## src/rtl/vstate_pkg.sv

```systemverilog
package vstate_pkg;
  localparam int WORD_W     = 64;
  localparam int FLD_W      = 7;
  localparam int MAXVL_LO   = 57;
  localparam int VL_LO      = 50;
  localparam int SRC_LO     = 43;
  localparam int DST_LO     = 36;
  localparam int REN_LO     = 17;
  localparam int REN_W      = 5;
  localparam int PERS_BIT   = 1;
  localparam int VFIRST_BIT = 0;

  typedef enum logic [2:0] {
    ACT_NONE,
    ACT_PRIV,
    ACT_LINK,
    ACT_WRITE,
    ACT_SETLEN
  } act_e;
endpackage

```

## src/rtl/vstate_setlen.sv

```systemverilog
module vstate_setlen
  import vstate_pkg::*;
#(
  parameter int MAX_LEN = 64,
  parameter int REQ_W   = 8
) (
  input  logic [WORD_W-1:0] cur,
  input  logic [REQ_W-1:0]  req_len,
  input  logic              set_max,
  input  logic [REQ_W-1:0]  new_max,
  output logic [WORD_W-1:0] nxt,
  output logic              bad
);
  localparam logic [REQ_W-1:0] LIM = REQ_W'(MAX_LEN);

  logic [REQ_W-1:0] cur_max, cur_vl, eff_max, new_vl;
  logic             changed;

  always_comb begin
    cur_max = REQ_W'(cur[MAXVL_LO +: FLD_W]);
    cur_vl  = REQ_W'(cur[VL_LO +: FLD_W]);
    eff_max = set_max ? new_max : cur_max;
    bad     = (req_len > LIM) || (set_max && ((new_max == '0) || (new_max > LIM)));
    new_vl  = (req_len < eff_max) ? req_len : eff_max;
    changed = (new_vl != cur_vl) || (eff_max != cur_max);
    nxt     = cur;
    nxt[MAXVL_LO +: FLD_W] = eff_max[FLD_W-1:0];
    nxt[VL_LO +: FLD_W]    = new_vl[FLD_W-1:0];
    if (changed) nxt[PERS_BIT] = 1'b0;
  end
endmodule

```

## src/rtl/vstate_wrchk.sv

```systemverilog
module vstate_wrchk
  import vstate_pkg::*;
#(
  parameter int MAX_LEN = 64
) (
  input  logic [WORD_W-1:0] din,
  output logic [WORD_W-1:0] nxt,
  output logic              bad
);
  localparam logic [FLD_W-1:0] LIM = FLD_W'(MAX_LEN);

  logic [FLD_W-1:0] mx, vl, src, dst;

  always_comb begin
    mx  = din[MAXVL_LO +: FLD_W];
    vl  = din[VL_LO +: FLD_W];
    src = din[SRC_LO +: FLD_W];
    dst = din[DST_LO +: FLD_W];
    bad = (mx > LIM) || (vl > LIM) || (src >= LIM) || (dst >= LIM);
    nxt = din;
    if (vl > mx) nxt[VL_LO +: FLD_W] = mx;
  end
endmodule

```

## src/rtl/vstate_bank.sv

```systemverilog
module vstate_bank #(
  parameter int NLVL  = 3,
  parameter int LVL_W = 2,
  parameter int W     = 64
) (
  input  logic             clk,
  input  logic             rst,
  input  logic             we,
  input  logic [LVL_W-1:0] sel,
  input  logic [W-1:0]     din,
  output logic [W-1:0]     dout
);
  localparam int DEPTH = 1 << LVL_W;

  logic [W-1:0] mem [DEPTH];

  always_ff @(posedge clk) begin
    if (rst) begin
      for (int i = 0; i < DEPTH; i++) mem[i] <= '0;
    end else if (we) begin
      mem[sel] <= din;
    end
  end

  assign dout = mem[sel];

  p_bank_swap_r8: assert property (@(posedge clk) disable iff (rst)
    $past(we) |-> mem[$past(sel)] == $past(din));

  p_bank_sel_r8: assert property (@(posedge clk) disable iff (rst)
    we |-> int'(sel) < NLVL);
endmodule

```

## src/rtl/vstate_ctl.sv

```systemverilog
module vstate_ctl
  import vstate_pkg::*;
#(
  parameter int MAX_LEN = 64,
  parameter int NLVL    = 3,
  parameter int REQ_W   = 8,
  localparam int LVL_W  = (NLVL > 1) ? $clog2(NLVL) : 1
) (
  input  logic               clk,
  input  logic               rst,
  input  logic               sl_req,
  input  logic [REQ_W-1:0]   sl_len,
  input  logic               sl_set_max,
  input  logic [REQ_W-1:0]   sl_max,
  input  logic               wr_en,
  input  logic [WORD_W-1:0]  wr_word,
  input  logic               px_req,
  input  logic [LVL_W-1:0]   px_lvl,
  input  logic               lx_req,
  output logic [WORD_W-1:0]  state_q,
  output logic               vec_on,
  output logic [FLD_W-1:0]   fld_maxvl,
  output logic [FLD_W-1:0]   fld_vl,
  output logic [FLD_W-1:0]   fld_src,
  output logic [FLD_W-1:0]   fld_dst,
  output logic [REN_W-1:0]   fld_remap_en,
  output logic               fld_persist,
  output logic               fld_vfirst,
  output logic               trap_q,
  output logic [WORD_W-1:0]  save_q,
  output logic [WORD_W-1:0]  link_q
);
  localparam logic [LVL_W:0] NLVL_V = (LVL_W + 1)'(NLVL);

  logic [WORD_W-1:0] st_r, lnk_r, sl_nxt, wr_nxt, bank_rd;
  logic              sl_bad, wr_bad, px_ok, trap_r;
  act_e              act;

  vstate_setlen #(.MAX_LEN(MAX_LEN), .REQ_W(REQ_W)) u_setlen (
    .cur(st_r), .req_len(sl_len), .set_max(sl_set_max), .new_max(sl_max),
    .nxt(sl_nxt), .bad(sl_bad)
  );

  vstate_wrchk #(.MAX_LEN(MAX_LEN)) u_wrchk (
    .din(wr_word), .nxt(wr_nxt), .bad(wr_bad)
  );

  vstate_bank #(.NLVL(NLVL), .LVL_W(LVL_W), .W(WORD_W)) u_bank (
    .clk(clk), .rst(rst), .we(act == ACT_PRIV), .sel(px_lvl),
    .din(st_r), .dout(bank_rd)
  );

  assign px_ok = px_req && ({1'b0, px_lvl} < NLVL_V);

  // fixed priority: privilege swap, link swap, word write, set-length
  always_comb begin
    if (rst)         act = ACT_NONE;
    else if (px_ok)  act = ACT_PRIV;
    else if (lx_req) act = ACT_LINK;
    else if (wr_en)  act = ACT_WRITE;
    else if (sl_req) act = ACT_SETLEN;
    else             act = ACT_NONE;
  end

  always_ff @(posedge clk) begin
    if (rst) begin
      st_r   <= '0;
      lnk_r  <= '0;
      trap_r <= 1'b0;
    end else begin
      trap_r <= 1'b0;
      case (act)
        ACT_PRIV: st_r <= bank_rd;
        ACT_LINK: begin
          st_r  <= lnk_r;
          lnk_r <= st_r;
        end
        ACT_WRITE:  if (wr_bad) trap_r <= 1'b1; else st_r <= wr_nxt;
        ACT_SETLEN: if (sl_bad) trap_r <= 1'b1; else st_r <= sl_nxt;
        default: ;
      endcase
    end
  end

  assign state_q      = st_r;
  assign vec_on       = |st_r;
  assign fld_maxvl    = st_r[MAXVL_LO +: FLD_W];
  assign fld_vl       = st_r[VL_LO +: FLD_W];
  assign fld_src      = st_r[SRC_LO +: FLD_W];
  assign fld_dst      = st_r[DST_LO +: FLD_W];
  assign fld_remap_en = st_r[REN_LO +: REN_W];
  assign fld_persist  = st_r[PERS_BIT];
  assign fld_vfirst   = st_r[VFIRST_BIT];
  assign trap_q       = trap_r;
  assign save_q       = bank_rd;
  assign link_q       = lnk_r;

  p_trap_keep_r4: assert property (@(posedge clk) disable iff (rst)
    trap_r |-> st_r == $past(st_r));

  p_vl_cap_r6: assert property (@(posedge clk) disable iff (rst)
    fld_vl <= fld_maxvl);

  p_step_rng_r6: assert property (@(posedge clk) disable iff (rst)
    (int'(fld_src) < MAX_LEN) && (int'(fld_dst) < MAX_LEN) && (int'(fld_maxvl) <= MAX_LEN));

  p_persist_clr_r5: assert property (@(posedge clk) disable iff (rst)
    ($past(act == ACT_SETLEN && !sl_bad) &&
     ((fld_vl != $past(fld_vl)) || (fld_maxvl != $past(fld_maxvl)))) |-> !fld_persist);

  p_link_swap_r9: assert property (@(posedge clk) disable iff (rst)
    $past(act == ACT_LINK) |-> (lnk_r == $past(st_r)) && (st_r == $past(lnk_r)));

  p_prio_r10: assert property (@(posedge clk) disable iff (rst)
    (act == ACT_PRIV || act == ACT_LINK) |=> !trap_r);
endmodule

```

## config.mk

```make
export PLATFORM = sky130hd
export DESIGN_NAME = vstate_ctl
export DESIGN_NICKNAME = d
export VERILOG_FILES = /design/src/rtl/vstate_pkg.sv /design/src/rtl/vstate_setlen.sv /design/src/rtl/vstate_wrchk.sv /design/src/rtl/vstate_bank.sv /design/src/rtl/vstate_ctl.sv
export SDC_FILE = /design/constraint.sdc
export NUM_CORES = 1
export LEC_CHECK = 0
export BUFFER_PORTS_ARGS = -buffer_cell sky130_fd_sc_hd__buf_2
export CELL_PAD_IN_SITES_DETAIL_PLACEMENT = 0
export CELL_PAD_IN_SITES_GLOBAL_PLACEMENT = 1
export CORE_MARGIN = 2
export CORE_UTILIZATION = 49
export CTS_CLUSTER_SIZE = 14
export DETAILED_ROUTE_END_ITERATION = 12
export HOLD_SLACK_MARGIN = 0.08
export PLACE_DENSITY = 0.83
export SETUP_SLACK_MARGIN = 0.02
export SYNTH_ARGS = -nofsm -noshare
export SYNTH_HDL_FRONTEND = slang
export SYNTH_HIERARCHICAL = 1
export SYNTH_SLANG_ARGS = --single-unit
```

## constraint.sdc

```tcl
create_clock -name clk -period 14.8 [get_ports clk]
set_input_delay 1.48 -clock clk [delete_from_list [all_inputs] [get_ports clk]]
set_output_delay 1.48 -clock clk [all_outputs]
set_load 0.005 [all_outputs]
```

==> results.cfg, run 1 <==
[detailed_routing]
vias_per_cell = 6.15
totalWireLength_mm = 64.1
top_layer = met5
drt-wirelength-per-cell_um = 25.1
drtIter0Drc = 1951
drt_pass1_iterations = 6
drc_errors = 0
vias = 15700
postRouteAntennaNets = 0
met3_length_mm = 5.93
drt-met1-wl_mm = 26.1
wl_met2_mm = 29.8

[critical_path]
worst_r2r_startpoint = state_q[60]$_SDFFE_PP0P_
cp-startpoint = px_lvl[0]
critPathCaptureType = output port
r2r_end = state_q[1]$_SDFFE_PP0P_
cp.arrival_ns = 3.67
crit_type = primary input to output port
critPathLaunchType = primary input
required_ns = 13.32
regToRegSetupSlack_ns = 11.26
path_max_fanout = 47
reg2reg_depth = 10
critPathCapture = save_q[55]

[global_routing]
antenna_found_initial = 11
track_usage = 0.290
grt_pass1_vias = 15300
grt_max_degree = 114
grt_pass1_wl_mm = 96.1
gr-total-overflow = 0

[clock_network]
clk_pin_slew_ns = 0.06
cts_setup_buffers = 0
cts_buffers = 44
cts_num_sinks = 385
ctsHoldBuffers = 0
cts_resized = 0
cts_max_level = 2
clockBufferDepth = 3
clkLatencyLatePin_ns = 0.57
cts-root-buf = clkbuf_16
cts_tree = done

[sta]
worst_pin_slew_ns = 1.27
finalMaxSlewViolations = 0
setup_viol = 0
fin_skew_ns = 0.0159
max_freq_mhz = 194
finalSetupTns_ns = 0
relSlewSlack = 0.153
finalCritPeriodShare = 0.348
hold_viol_final = 0
grt_setup_unrepaired = no
period_needed_ns = 5.15
fin_ws_ns = 9.65

[power_and_ir_drop]
internal-power_mw = 2.01
powerDensity_nw_per_um2 = 122
p_sw_frac = 0.272
comb_power_share = 0.136
power_frac_clock = 0.398
power.leakage_nw = 8.98
ir_drop_v = 0.0000810
p_sw_mw = 0.750
seqPwrFrac = 0.466
totalPowerFinal_mw = 2.76

[floorplanning]
die_h_um = 208
initial_core_util = 0.499
fp.coreArea_um2 = 41000
die_w_um = 208
row_count = 74
ios = 318
die-area_um2 = 43400

[placement]
gp_congestion = 0.867
pre_cts_slack_ns = 9.49
dp.cells = 2465
portBuffers = 317
dpl.hpwl_mm = 38.8

[outcome]
status = finished, final reports clean

[yosys]
synthFlopType = edfxtp_1
post-synth-top-count-cell = nor2_1
syn_nets = 1996
yosysTopAreaCellShare = 0.376
synth_edf_count = 256
synth-seq-area-share = 0.502
async_flop_share = 0
yosysWarnings = 6
yosys-top-cells-count = nor2_1 (272), edfxtp_1 (256), buf_4 (143)
synthTopCellsByArea = edfxtp_1 (38%), dfxtp_1 (13%), mux4_2 (7.0%)
avgSynthCellArea_um2 = 10.8
netlist.top_cell.by_area = edfxtp_1
syn_area_um2 = 20500
ys_ff_latch = 385
ys_types = 68
synth_cells = 1893

[job]
drv_cap = 0

[cells_and_area]
fin_nets = 2082
fin_cells = 2554
drive_gt1_frac = 0.276
syn2layout_area_growth_pct = 10.8
utilization = 0.553

[worst_hold_path]
worstHoldPathType = register to register
layer usage:
metal | vias to the layer above | global-route usage
li1 | 6984 | -
met1 | 7693 | 0.393
met2 | 867 | 0.458
met3 | 150 | 0.0637
met4 | 10 | 0.109
met5 | - | 0
flip-flops by register name (all words and copies together), names as in the netlist:
register,count
u_bank/mem,256
link_q,64
state_q,64
trap_q,1
metrics by stage:
stage          hold slack, ns  area [um^2]
3_5_place_dp            0.462        21200
6_report                0.468        22700
2_1_floorplan           0.463        20500
3_3_place_gp            0.455        21200
4_1_cts                 0.471        22700
5_1_grt                 0.493        22700
kinds of logic after synthesis:
group                    count (synthesis)  share of synthesized area
adder cells (fa/ha/maj)                 14                    0.00856
flip-flops                             385                      0.502
buffers and inverters                  375                      0.103
AND/OR/NAND/NOR                        602                      0.143
XOR/XNOR                                11                    0.00471
multiplexers                            80                     0.0790
AO/OA/AOI/OAI                          426                      0.160
power by group through the flow:
| stage | Clock, mW | Combinational, mW | Sequential (mW) |
|---|---|---|---|
| final | 1.10 | 0.376 | 1.28 |
| after detailed placement | 0 | 0.373 | 1.31 |
| after global placement | 0 | 0.369 | 1.30 |
| after global routing | 1.16 | 0.403 | 1.29 |
| after CTS | 1.11 | 0.375 | 1.28 |
| after floorplan | 0 | 0.271 | 1.28 |
critical path, stage by stage:
cell and delay, ns:
buf_4 0.40, buf_4 0.84, mux4_2 0.69, buf_2 0.16
layout by cell type (no fill, tap or decap), types with 9 or more instances in the layout:
cell / n
nand4_1: 9
o21ai_1: 63
nor4_1: 19
clkbuf_1: 10
a2bb2oi_1: 13
o21ai_0: 69
dfxtp_1: 129
nand2_1: 139
inv_1: 80
o31a_1: 62
a21oi_1: 75
nand3b_1: 65
edfxtp_1: 256
a2bb2oi_2: 50
nor3b_1: 62
ha_1: 14
mux4_2: 64
buf_2: 314
nor2_1: 269
o221ai_1: 62
clkbuf_16: 47
buf_4: 19
worst min-delay path by stage:
stage          slack (ns)  cells after the start               startpoint                 endpoint
2_1_floorplan        0.46                      2  link_q[31]$_SDFFE_PP0N_  link_q[31]$_SDFFE_PP0N_
3_3_place_gp         0.46                      2  link_q[12]$_SDFFE_PP0N_  link_q[12]$_SDFFE_PP0N_
3_5_place_dp         0.46                      2   link_q[6]$_SDFFE_PP0N_   link_q[6]$_SDFFE_PP0N_
4_1_cts              0.47                      2  link_q[43]$_SDFFE_PP0N_  link_q[43]$_SDFFE_PP0N_
5_1_grt              0.49                      2  link_q[37]$_SDFFE_PP0N_  link_q[37]$_SDFFE_PP0N_
6_report             0.47                      2  link_q[43]$_SDFFE_PP0N_  link_q[43]$_SDFFE_PP0N_
area by class of cell:
class                           count  area (um^2)
Fill cell                        3544        18300
Inverter                           81          304
Multi-Input combinational cell   1133         8230
Sequential cell                   385        10300
Clock inverter                     18          151
Clock buffer                       64         1310
Timing Repair Buffer              334         1730
Antenna cell                        7         17.5
Tap cell                          532          666
Power figures use the tool's default switching activity.
==> inputs of run 2 (changes only) <==
ABC_AREA = 1   (was not set)
CORE_UTILIZATION = 42   (was 49)
PLACE_DENSITY = 0.77   (was 0.83)
clock period = 5.13 ns   (was 14.8 ns; I/O delays follow)
==> run 2 against run 1 <==
- clock skew up 0.0051 ns
- final area up 4.2%
- largest cell class unchanged
- sequential power rose to 2.9 times the previous value
- global-route usage is 5.3 points lower
- critical path type is now register to output port
- flip-flop and latch count is the same
- routed wire length hardly changed
==> results.cfg, run 2 <==
[critical_path]
required_ns = 4.62
crit_chain = inv_1, nand3_1, nor3_1, nand3_1, nor2_1, nand2_1, buf_2
crit_path_frequent_cell = nand3_1
path_delay_family = simple AND/OR/NAND/NOR gates
critPathCaptureType = output port
critPathSlowestCell = nor3_1
crit_type = register to output port
cp_num_buf_inv = 2
slowest_delay_ns = 0.78
cp.arrival_ns = 2.74
path_max_fanout = 4
critPathLaunchType = register

[floorplanning]
initial_core_util = 0.426
fp.coreArea_um2 = 50300
die-area_um2 = 52800
ios = 318
die_h_um = 230
row_count = 82
die_w_um = 230

[detailed_routing]
vias = 18200
drc_errors = 0
drtIter0Drc = 1333
drt_pass1_iterations = 5
totalWireLength_mm = 64.1
vias_per_cell = 5.02
postRouteAntennaNets = 0
drt-wirelength-per-cell_um = 17.7

[clock_network]
ctsHoldBuffers = 0
clk_pin_slew_ns = 0.06
cts_setup_buffers = 0
cts_resized = 0
clockBufferDepth = 3
cts-root-buf = clkbuf_16
cts_buffers = 43
clkLatencyLatePin_ns = 0.58
cts_num_sinks = 385
cts_max_level = 2
cts_tree = done

[global_routing]
gr-total-overflow = 0
track_usage = 0.237
grt_pass1_wl_mm = 98.6
grt_max_degree = 128
grt_pass1_vias = 17200
antenna_found_initial = 1

[yosys]
ys_ff_latch = 385
synth_edf_count = 256
syn_nets = 2938
avgSynthCellArea_um2 = 7.56
yosysWarnings = 6
yosysTopAreaCellShare = 0.359
synthTopCellsByArea = edfxtp_1 (36%), nand2_1 (13%), dfxtp_1 (12%)
netlist.top_cell.by_area = edfxtp_1
post-synth-top-count-cell = nand2_1
synth_cells = 2835
synthFlopType = edfxtp_1
syn_area_um2 = 21400
synth-seq-area-share = 0.479
async_flop_share = 0
yosys-top-cells-count = nand2_1 (719), inv_1 (432), nand3_1 (367)
ys_types = 32

[placement]
dpl.hpwl_mm = 40.3
gp_congestion = 0.887
portBuffers = 317
pre_cts_slack_ns = 1.55
dp.cells = 3543
postPlaceCellArea_um2 = 22200

[cells_and_area]
drive_gt1_frac = 0.152
fin_nets = 3019
utilization = 0.470
nFillCells = 5038
largest-register = u_bank/mem
layout_commonest_cell = nand2_1
finalInstanceArea_um2 = 23600
layout_common_cells = nand2_1 (714), inv_1 (431), nand3_1 (365)
fin_cells = 3624
syn2layout_area_growth_pct = 10.3
largest_register_ffs = 256

[power_and_ir_drop]
powerDensity_nw_per_um2 = 346
totalPowerFinal_mw = 8.18
ir_drop_v = 0.000243
power.leakage_nw = 11.2

[sta]
fin_ws_ns = 1.87
max_freq_mhz = 307
period_needed_ns = 3.26
fin_hold_ws_ns = 0.273
finalSetupTns_ns = 0
relSlewSlack = 0.199
hold_viol_final = 0
worst_pin_slew_ns = 1.20
fin_skew_ns = 0.0210
finalMaxSlewViolations = 0
setup_viol = 0
finalCritPeriodShare = 0.635
grt_setup_unrepaired = no

[outcome]
status = finished, final reports clean

[worst_hold_path]
worstHoldPathType = primary input to register

[job]
drv_cap = 0
==> run 2: cell types whose count changed in the layout (fill, tap and decap cells not counted), moves of 63 or more <==
cell,change
o21ai_1,-63
nand2_1,+575
nand3_1,+363
nand3b_1,-64
mux4_2,-64
nor3_1,+67
nor2_1,+78
inv_1,+351
==> run 2: path summary, 6_finish.rpt <==
path	slack, ns	end	start	cells past startpoint
hold / removal	0.27	state_q[4]$_SDFFE_PP0P_	wr_word[4]	5
setup reg to reg	2.01	state_q[1]$_SDFFE_PP0P_	state_q[61]$_SDFFE_PP0P_	19
hold reg to reg	0.52	link_q[34]$_SDFFE_PP0N_	state_q[34]$_SDFFE_PP0P_	2
setup / recovery	1.87	vec_on	state_q[31]$_SDFFE_PP0P_	7
==> run 2: area by class of cell <==
class                   count  area [um^2]  area share
flip-flops and latches    385        10300       0.435
multi-input cells        1709         7590       0.321
repair buffers            339         1790      0.0759
inverters                 438         1660      0.0703
clock buffers              56         1200      0.0506
well taps                 672          841      0.0356
clock inverters            24          280      0.0119
diodes                      1         2.50    0.000106
==> run 2: logic make-up after synthesis <==
kind of cell | after synthesis | share of synthesized area
AOI/OAI and AO/OA | 146 | 0.0358
adders and majority gates | 14 | 0.00818
buffers and inverters | 741 | 0.171
DFF | 385 | 0.479
and+or+nand+nor | 1549 | 0.306
==> run 2: worst reg2reg max path: stages (launching register included) <==
cell,delay [ns]
dfxtp_1,0.45
inv_1,0.10
a21oi_1,0.37
inv_1,0.13
ha_1,0.21
a21oi_1,0.12
nor2_1,0.08
a211oi_4,0.44
nand2_2,0.30
nand2_1,0.15
nand2_1,0.07
nand2_1,0.06
nand2_1,0.04
nor2_1,0.08
nand2_1,0.07
nor2_2,0.07
nand2_1,0.05
nand3_1,0.13
nor2_1,0.05
nor2_1,0.08
==> run 2: routing by layer <==
layer	GRT usage	up-vias	wire [um]
met4	0.0774	0	1900
met1	0.324	8544	28800
met3	0.0387	96	4250
li1	-	8929	-
met5	0	-	0
met2	0.385	622	29100
==> run 2: power breakdown <==
part | total, mW | switching [mW] | internal [mW] | leakage, nW
Clock | 3.25 | 1.30 | 1.95 | 0.736
Combinational | 1.28 | 0.868 | 0.414 | 6.77
Sequential | 3.65 | 0.160 | 3.49 | 3.74
